==> src/rtl/tac_pkg.sv <==
package tac_pkg;
   localparam int ST_HI = 0;
   localparam int ST_LO = 1;
   localparam int ST_AF = 2;
   localparam int ST_N  = 3;

   typedef enum logic [1:0] {
      PM_HIZ_IN = 2'b00,
      PM_OD_OUT = 2'b01,
      PM_PD_IN  = 2'b10,
      PM_SPEC   = 2'b11
   } pin_mode_e;
endpackage

==> src/rtl/tac_thresh_cmp.sv <==
module tac_thresh_cmp #(
   parameter int W = 16
) (
   input  logic         clk,
   input  logic         rst_n,
   input  logic         wr_hi,
   input  logic         wr_lo,
   input  logic [W-1:0] wdata,
   input  logic         smp_valid,
   input  logic [W-1:0] smp_data,
   output logic [W-1:0] thr_hi,
   output logic [W-1:0] thr_lo,
   output logic         hit_hi,
   output logic         hit_lo
);
   localparam logic [W-1:0] MAX_POS = {1'b0, {(W-1){1'b1}}};
   localparam logic [W-1:0] MIN_NEG = {1'b1, {(W-1){1'b0}}};

   generate
      if (W < 2) begin : g_bad_w
         $error("tac_thresh_cmp: W must be at least 2");
      end
   endgenerate

   always_ff @(posedge clk or negedge rst_n) begin
      if (!rst_n) begin
         thr_hi <= MAX_POS;
         thr_lo <= MIN_NEG;
      end else begin
         if (wr_hi) thr_hi <= wdata;
         if (wr_lo) thr_lo <= wdata;
      end
   end

   always_comb begin
      hit_hi = smp_valid && ($signed(smp_data) > $signed(thr_hi));
      hit_lo = smp_valid && ($signed(smp_data) < $signed(thr_lo));
   end
endmodule

==> src/rtl/tac_af_trig.sv <==
module tac_af_trig (
   input  logic clk,
   input  logic rst_n,
   input  logic edge_mode,
   input  logic af_lvl,
   input  logic smp_valid,
   output logic af_set
);
   logic af_prev_q;

   always_ff @(posedge clk or negedge rst_n) begin
      if (!rst_n) af_prev_q <= 1'b0;
      else        af_prev_q <= af_lvl;
   end

   always_comb begin
      if (edge_mode) af_set = af_lvl && !af_prev_q;
      else           af_set = af_lvl && smp_valid;
   end

   // while the level persists, edge policy raises nothing
   a_r8_edge_no_repeat: assert property (@(posedge clk) disable iff (!rst_n)
      (edge_mode && af_lvl && $past(af_lvl)) |-> !af_set);
endmodule

==> src/rtl/tac_sticky_bit.sv <==
module tac_sticky_bit (
   input  logic clk,
   input  logic rst_n,
   input  logic set,
   input  logic clr,
   output logic q
);
   always_ff @(posedge clk or negedge rst_n) begin
      if (!rst_n)   q <= 1'b0;
      else if (set) q <= 1'b1;
      else if (clr) q <= 1'b0;
   end

   // a set in the same cycle as a clear still leaves the bit set
   a_r10_set_wins: assert property (@(posedge clk) disable iff (!rst_n)
      set |=> q);
   // without a clear the bit holds
   a_r4_sticky_hold: assert property (@(posedge clk) disable iff (!rst_n)
      (q && !clr) |=> q);
   a_r4_clear_drops: assert property (@(posedge clk) disable iff (!rst_n)
      (clr && !set) |=> !q);
endmodule

==> src/rtl/tmp_alarm_ctrl.sv <==
module tmp_alarm_ctrl
   import tac_pkg::*;
#(
   parameter int DATA_W = 16
) (
   input  logic              clk,
   input  logic              rst_n,
   input  logic              smp_valid,
   input  logic [DATA_W-1:0] smp_data,
   input  logic              thr_hi_wr,
   input  logic              thr_lo_wr,
   input  logic [DATA_W-1:0] thr_wdata,
   input  logic              ien_wr,
   input  logic [2:0]        ien_wdata,
   input  logic [1:0]        pin_mode,
   input  logic              stat_rd,
   input  logic              fifo_af,
   input  logic              fifo_rd,
   input  logic              af_edge_mode,
   input  logic              af_rdclr_en,
   output logic [DATA_W-1:0] thr_hi,
   output logic [DATA_W-1:0] thr_lo,
   output logic [2:0]        ien,
   output logic [2:0]        status,
   output logic              alarm_flag,
   output logic              int_pull_low
);
   generate
      if (ST_N != 3) begin : g_bad_n
         $error("tmp_alarm_ctrl: status width must match port width");
      end
   endgenerate

   logic             hit_hi, hit_lo, af_set;
   logic [ST_N-1:0]  set_v, clr_v;

   tac_thresh_cmp #(.W(DATA_W)) cmp_i (
      .clk      (clk),
      .rst_n    (rst_n),
      .wr_hi    (thr_hi_wr),
      .wr_lo    (thr_lo_wr),
      .wdata    (thr_wdata),
      .smp_valid(smp_valid),
      .smp_data (smp_data),
      .thr_hi   (thr_hi),
      .thr_lo   (thr_lo),
      .hit_hi   (hit_hi),
      .hit_lo   (hit_lo)
   );

   tac_af_trig af_i (
      .clk      (clk),
      .rst_n    (rst_n),
      .edge_mode(af_edge_mode),
      .af_lvl   (fifo_af),
      .smp_valid(smp_valid),
      .af_set   (af_set)
   );

   always_ff @(posedge clk or negedge rst_n) begin
      if (!rst_n)      ien <= '0;
      else if (ien_wr) ien <= ien_wdata;
   end

   always_comb begin
      set_v        = '0;
      set_v[ST_HI] = hit_hi;
      set_v[ST_LO] = hit_lo;
      set_v[ST_AF] = af_set;
   end

   genvar gi;
   generate
      for (gi = 0; gi < ST_N; gi++) begin : g_st
         if (gi == ST_AF) begin : g_af_clr
            assign clr_v[gi] = stat_rd || (fifo_rd && af_rdclr_en);
         end else begin : g_plain_clr
            assign clr_v[gi] = stat_rd;
         end
         tac_sticky_bit bit_i (
            .clk  (clk),
            .rst_n(rst_n),
            .set  (set_v[gi]),
            .clr  (clr_v[gi]),
            .q    (status[gi])
         );
      end
   endgenerate

   always_comb begin
      alarm_flag   = |(status & ien);
      int_pull_low = alarm_flag && (pin_mode_e'(pin_mode) == PM_SPEC);
   end

   // above-threshold result latches the high bit
   a_r2_hi_latch: assert property (@(posedge clk) disable iff (!rst_n)
      (smp_valid && ($signed(smp_data) > $signed(thr_hi))) |=> status[ST_HI]);
   // below-threshold result latches the low bit
   a_r3_lo_latch: assert property (@(posedge clk) disable iff (!rst_n)
      (smp_valid && ($signed(smp_data) < $signed(thr_lo))) |=> status[ST_LO]);
   // pin only pulled in special-function mode with an enabled bit set
   a_r6_pin_gate: assert property (@(posedge clk) disable iff (!rst_n)
      int_pull_low |-> (pin_mode == 2'b11) && ((status & ien) != 3'b000));
   // a data read with the option off leaves almost-full alone
   a_r9_rd_no_clear: assert property (@(posedge clk) disable iff (!rst_n)
      (status[ST_AF] && fifo_rd && !af_rdclr_en && !stat_rd) |=> status[ST_AF]);
endmodule

==> config.mk <==
export PLATFORM = sky130hd
export DESIGN_NAME = tmp_alarm_ctrl
export DESIGN_NICKNAME = d
export VERILOG_FILES = /design/src/rtl/tac_pkg.sv /design/src/rtl/tac_thresh_cmp.sv /design/src/rtl/tac_af_trig.sv /design/src/rtl/tac_sticky_bit.sv /design/src/rtl/tmp_alarm_ctrl.sv
export SDC_FILE = /design/constraint.sdc
export NUM_CORES = 1
export LEC_CHECK = 0
export CAP_MARGIN = 15
export CORE_UTILIZATION = 44
export DETAILED_ROUTE_END_ITERATION = 6
export GPL_ROUTABILITY_DRIVEN = 0
export PLACE_DENSITY_LB_ADDON = 0.12
export SYNTH_ARGS = -nofsm -noshare
export SYNTH_HDL_FRONTEND = slang
export SYNTH_SLANG_ARGS = --single-unit
==> constraint.sdc <==
create_clock -name clk -period 2.4 [get_ports clk]
set_clock_uncertainty 0.1 [all_clocks]
set_input_delay 0.72 -clock clk [delete_from_list [all_inputs] [get_ports clk]]
set_output_delay 0.72 -clock clk [all_outputs]
set_load 0.01 [all_outputs]
; ---- After elaboration in Yosys (flattened, before gate mapping)
; Index checks and enable logic that the tools add are counted.
[op_classes]
magnitude_cmp = 2
n_eq_ne = 1
n_mux = 6
bitwise_logic = 1
n_reduce_logical = 12
[op_table]
columns = operator, n
row1 = 16-bit greater-than comparator, 1
row2 = 16-bit less-than comparator, 1
row3 = 1-bit logical AND, 6
row4 = 1-bit two-way mux, 6
row5 = 2-bit nonzero test, 3
row6 = 3-bit bitwise AND, 1
row7 = 3-bit OR reduction, 1
row8 = "2-bit == test, second input constant", 1
row9 = 1-bit zero test, 1
row10 = 1-bit logical OR, 1
[word_totals]
register_bits = 39
in_bits = 48
out_inout_bits = 40
elab_cells = 29

; ---- Depth between registers and ports, before layout
[logic_depth]
word_depth = 4
depth_mapped = 8
depth_no_buf = 8

; ---- By module
; Synthesis repeated with hierarchy kept, for this count alone.
[hier_totals]
cells_unflattened = 234
hier_area_um2 = 2254.7
[modules_own_cells]
columns = module, instances, cells_each, area_per_inst_um2, seq_area_each_um2
row1 = tac_thresh_cmp, 1, 211, 1969.4, 820.8
row2 = tmp_alarm_ctrl, 1, 11, 137.6, 75.1
row3 = tac_sticky_bit, 3, 3, 36.3, 25.0
row4 = tac_af_trig, 1, 3, 38.8, 25.0

; ---- Worst setup path before layout
; OpenSTA, ideal clock, no wires.
[synth_path]
path_kind = in2reg
startpoint = in smp_data[6]
endpoint = reg g_st[1].bit_i.q
setup_time_ps = 128
arrival_ps = 1864
required_ps = 2172
slack_ps = 309
path_stages = 6
n_path_buf = 0
cell_sequence = ha_1 -> and3_4 -> a221o_1 -> a21oi_1 -> o211ai_1 -> mux2i_1
[synth_between]
elab_chain_len = 3
word_cells_on_any_way = 4
cone_classes = order compare: 1 / mux: 1 / reduce/logical: 2
[synth_rtl]
columns = item, line
row1 = "start, declared", tmp_alarm_ctrl.sv:9  ; input logic [DATA_W-1:0] smp_data,
row2 = 16-bit less-than comparator (*), tac_thresh_cmp.sv:37  ; hit_lo = smp_valid && ($signed(smp_data) < $signed(thr_lo));
row3 = 1-bit logical AND (*), tac_thresh_cmp.sv:37
row4 = 1-bit two-way mux or 2-bit nonzero test (tied branches), n/a
row5 = "end signal, assigned", tac_sticky_bit.sv:9  ; if (!rst_n) q <= 1'b0;
row6 = "end signal, assigned", tac_sticky_bit.sv:10  ; else if (set) q <= 1'b1;
row7 = "end signal, assigned", tac_sticky_bit.sv:11  ; else if (clr) q <= 1'b0;
row8 = "end, declared", tac_sticky_bit.sv:6  ; output logic q
; Every way passes the cells marked *; elsewhere a longest branch is shown, timed or not.
; A chain may end at the register's enable or synchronous reset.

; ---- Worst setup path in the final report
; Ends and elaborated chain as after synthesis.

==> flow_results.xml <==
<?xml version="1.0" encoding="UTF-8"?>
<metrics>
  <group name="sta">
    <metric name="max_freq" unit="MHz">427</metric>
    <metric name="unrepaired_setup_endpoints_after_global_routing" unit="">true</metric>
    <metric name="min_period" unit="ns">2.34</metric>
    <metric name="post-route-period-util" unit="%">97.5</metric>
    <metric name="tightestPinTransition" unit="ns">0.302</metric>
    <metric name="worst_slew_margin_rel" unit="%">79.8</metric>
    <metric name="finalWorstSetupSlack" unit="ns">0.0590</metric>
    <metric name="setup_viol" unit="">0</metric>
    <metric name="finalHoldViolations" unit="">0</metric>
    <metric name="holdWs" unit="ns">0.292</metric>
    <metric name="timing.final.max_slew_violations" unit="">0</metric>
  </group>
  <group name="clock_tree">
    <metric name="clockBufferDepth" unit="">2</metric>
    <metric name="cts_root_buf" unit="">sky130_fd_sc_hd__clkbuf_8</metric>
    <metric name="cts_tree" unit="">yes</metric>
    <metric name="clock_latency" unit="ns">0.29</metric>
    <metric name="clock-sinks" unit="">39</metric>
    <metric name="clkTransAtPathRegs" unit="ns">0.08</metric>
    <metric name="tritoncts.num_buffers" unit="">5</metric>
    <metric name="ctsHtreeMaxLevel" unit="">2</metric>
  </group>
  <group name="routing">
    <metric name="route.met3.wl" unit="um">270</metric>
    <metric name="total_vias_in_the_final_route" unit="">1938</metric>
    <metric name="final_routed_wirelength" unit="um">5290</metric>
    <metric name="top_layer" unit="">met4</metric>
    <metric name="detail-route-antenna-nets" unit="">0</metric>
    <metric name="wire_per_inst" unit="um">13.2</metric>
    <metric name="detail_route.wirelength.met1" unit="um">2370</metric>
    <metric name="drt_drc_violations_left" unit="">0</metric>
    <metric name="drtIter0Drc" unit="">46</metric>
    <metric name="detailroute.wirelength.met2" unit="um">2620</metric>
    <metric name="via_density" unit="">4.83</metric>
    <metric name="firstDrtPassIters" unit="">4</metric>
  </group>
  <group name="pwr">
    <metric name="clock_power_share" unit="%">24.3</metric>
    <metric name="netSwitchingPower" unit="mW">0.508</metric>
    <metric name="sequentialPowerShare" unit="%">43.9</metric>
    <metric name="power.combinational.fraction" unit="%">31.8</metric>
    <metric name="cellPowerDensity" unit="mW/mm2">528</metric>
    <metric name="p_int" unit="mW">1.26</metric>
    <metric name="vdd_drop_max" unit="V">0.000354</metric>
    <metric name="total_leakage_power" unit="nW">1.56</metric>
    <metric name="switching_share" unit="%">28.7</metric>
  </group>
  <group name="floorplanning">
    <metric name="floorplan.core_area" unit="mm2">0.00479</metric>
    <metric name="initial_core_util" unit="%">46.5</metric>
    <metric name="io-pin-count" unit="">88</metric>
    <metric name="die_h" unit="um">73.1</metric>
    <metric name="fp.dieW" unit="um">73.1</metric>
    <metric name="floorplan.die_area" unit="mm2">0.00534</metric>
    <metric name="placementRows" unit="">25</metric>
  </group>
  <group name="layout">
    <metric name="area_growth_from_synthesis_to_layout" unit="%">50.7</metric>
    <metric name="layout.cells.most_common_list" unit="">sky130_fd_sc_hd__clkdlybuf4s50_1, sky130_fd_sc_hd__nand2_1, sky130_fd_sc_hd__inv_1</metric>
    <metric name="post_route_cells_drive_above_1_share" unit="%">14.7</metric>
    <metric name="antenna-diode-count" unit="">0</metric>
    <metric name="layout_commonest_cell" unit="">sky130_fd_sc_hd__clkdlybuf4s50_1</metric>
    <metric name="final_core_util" unit="%">70.0</metric>
    <metric name="nets" unit="">412</metric>
  </group>
  <group name="synthesis">
    <metric name="syn_area_per_cell" unit="um2">9.47</metric>
    <metric name="synth_fp_nets" unit="">314</metric>
    <metric name="postSynthCellCount" unit="">235</metric>
    <metric name="ys.warnings.count" unit="">0</metric>
    <metric name="synthesis.area" unit="mm2">0.00222</metric>
    <metric name="synth_cell_type_count" unit="">31</metric>
    <metric name="netlist.top_cell.by_area" unit="">sky130_fd_sc_hd__dfrtp_1</metric>
    <metric name="sequential_element_share_of_the_synthesized_area" unit="%">44.8</metric>
    <metric name="synth_top_area_share" unit="%">25.9</metric>
    <metric name="synthArstFlopShare" unit="%">100</metric>
    <metric name="ys.flop_type" unit="">sky130_fd_sc_hd__dfrtp_1</metric>
    <metric name="synth_edf_count" unit="">0</metric>
    <metric name="postSynthRegisterBits" unit="">39</metric>
    <metric name="synth_top_cells_by_area" unit="">sky130_fd_sc_hd__dfrtp_1, sky130_fd_sc_hd__dfstp_2, sky130_fd_sc_hd__ha_1</metric>
  </group>
  <group name="place">
    <metric name="preCtsSetupSlack" unit="ns">-0.308</metric>
    <metric name="portBuffers" unit="">87</metric>
    <metric name="dpl.hpwl" unit="um">4140</metric>
  </group>
  <group name="flow_run">
    <metric name="cap_violations" unit="">0</metric>
  </group>
  <group name="setup_path">
    <metric name="cp.required" unit="ns">2.47</metric>
    <metric name="delay_of_the_slowest_cell_on_the_worst_path" unit="ns">0.50</metric>
    <metric name="crit_arrival" unit="ns">2.41</metric>
    <metric name="critical_path_class" unit="">in2reg</metric>
    <metric name="cp-end-kind" unit="">flip-flop</metric>
    <metric name="cp-start-kind" unit="">primary input</metric>
    <metric name="chain_of_cells_forming_the_critical_path" unit="">clkdlybuf4s50_1 &gt; ha_1 &gt; and3_4 &gt; a221o_1 &gt; a21oi_1 &gt; o211ai_1 &gt; mux2i_1</metric>
    <metric name="slowest_stage" unit="">sky130_fd_sc_hd__clkdlybuf4s50_1</metric>
    <metric name="critPathMaxFanout" unit="">2</metric>
    <metric name="timing.reg2reg.setup_slack" unit="ns">0.38</metric>
  </group>
  <group name="global_routing">
    <metric name="global_route_wire_length_before_repair" unit="um">8680</metric>
    <metric name="grt_util_all_layers" unit="%">21.5</metric>
    <metric name="grt_pass1_vias" unit="">1922</metric>
    <metric name="grt_start_max_net_pins" unit="">40</metric>
    <metric name="globalRoute.totalOverflow" unit="">0</metric>
    <metric name="antenna_found_initial" unit="">0</metric>
  </group>
  <group name="outcome">
    <metric name="status" unit="">finished clean</metric>
  </group>
  <group name="worst_hold_path">
    <metric name="hold_path_class" unit="">in2async</metric>
  </group>
</metrics>
-- registers in the layout (all words and copies together), names as in the netlist --
register / flops
cmp_i.thr_lo: 16
af_i.af_prev_q: 1
ien: 3
cmp_i.thr_hi: 16
g_st.bit_i.q: 3
-- final timing paths --
kind                       depth (start not counted)              from         endpoint
min in group clk                                   2   cmp_i.thr_hi[6]  cmp_i.thr_hi[6]
hold reg to reg                                    2   cmp_i.thr_hi[6]  cmp_i.thr_hi[6]
setup / recovery                                   7       smp_data[6]  g_st[1].bit_i.q
max in group asynchronous                          2             rst_n  cmp_i.thr_hi[9]
hold / removal                                     2             rst_n  cmp_i.thr_lo[6]
setup reg to reg                                   7  cmp_i.thr_hi[13]  g_st[0].bit_i.q
-- metal layers --
layer,up-vias,global-route usage [%]
met1,887,27.5
met4,0,5.23
met2,54,36.5
met3,2,4.97
li1,995,-
met5,-,0
-- layout make-up --
type                            instances  area, um2
Timing Repair Buffer                  100        976
Inverter                               35        131
Fill cell                             398       1430
Sequential cell                        39        996
Clock buffer                            7       76.3
Multi-Input combinational cell        152       1080
Clock inverter                          1       5.00
Tap cell                               67       83.8
-- per-stage QoR --
| step | setup TNS (ns) | power (mW) | instance area (um2) | instances |
|---|---|---|---|---|
| after floorplan | 0 | 1.03 | 2220 | 235 |
| after detailed placement | -0.826 | 1.35 | 3240 | 393 |
| after CTS | 0 | 1.78 | 3320 | 401 |
| after global routing | -0.0305 | 1.88 | 3350 | 401 |
| after global placement | -0.705 | 1.34 | 3240 | 393 |
| final | 0 | 1.77 | 3350 | 401 |
-- cell usage after synthesis (all sizes together) (2+ instances only) --
library cell / count
a211oi: 3
a21o: 5
a21oi: 11
and3: 2
buf: 3
clkbuf: 6
dfrtp: 23
dfstp: 16
ha: 31
inv: 35
mux2: 5
nand2: 37
nand3: 3
nand4: 6
nor2: 3
nor2b: 2
o211ai: 2
o21ai: 31
-- cells by family (layout without fill, tap and decap cells) --
group | count (synthesis) | after routing | synth area share (%)
AND/OR/NAND/NOR | 58 | 58 | 11.9
flip-flops | 39 | 39 | 44.8
AO/OA/AOI/OAI | 57 | 57 | 15.0
buffers and inverters | 44 | 143 | 7.93
adder cells (fa/ha/maj) | 31 | 31 | 17.4
multiplexers | 6 | 6 | 2.98
-- critical path, delay by kind of cell --
kind / cells / cell delay, ns
adder cells (fa/ha/maj): 1 / 0.25
multiplexers: 1 / 0.13
AO/OA/AOI/OAI: 3 / 0.62
buffers and inverters: 1 / 0.50
AND/OR/NAND/NOR: 1 / 0.19
-- power by group through the flow --
stage,clock (mW),sequential [mW],combinational (mW)
after floorplan,0,0.812,0.221
after detailed placement,0,0.789,0.559
final,0.430,0.777,0.561
after global placement,0,0.787,0.550
after global routing,0.469,0.784,0.626
after CTS,0.442,0.778,0.563
-- what timing repair did --
action | in CTS | in global routing
pin swaps | 1 | 5
gates resized for setup | 2 | 8
setup buffers | 0 | 0
setup endpoints to repair | 2 | 4
hold buffers | 0 | 0
No activity file was read; power rests on OpenSTA's default activity.
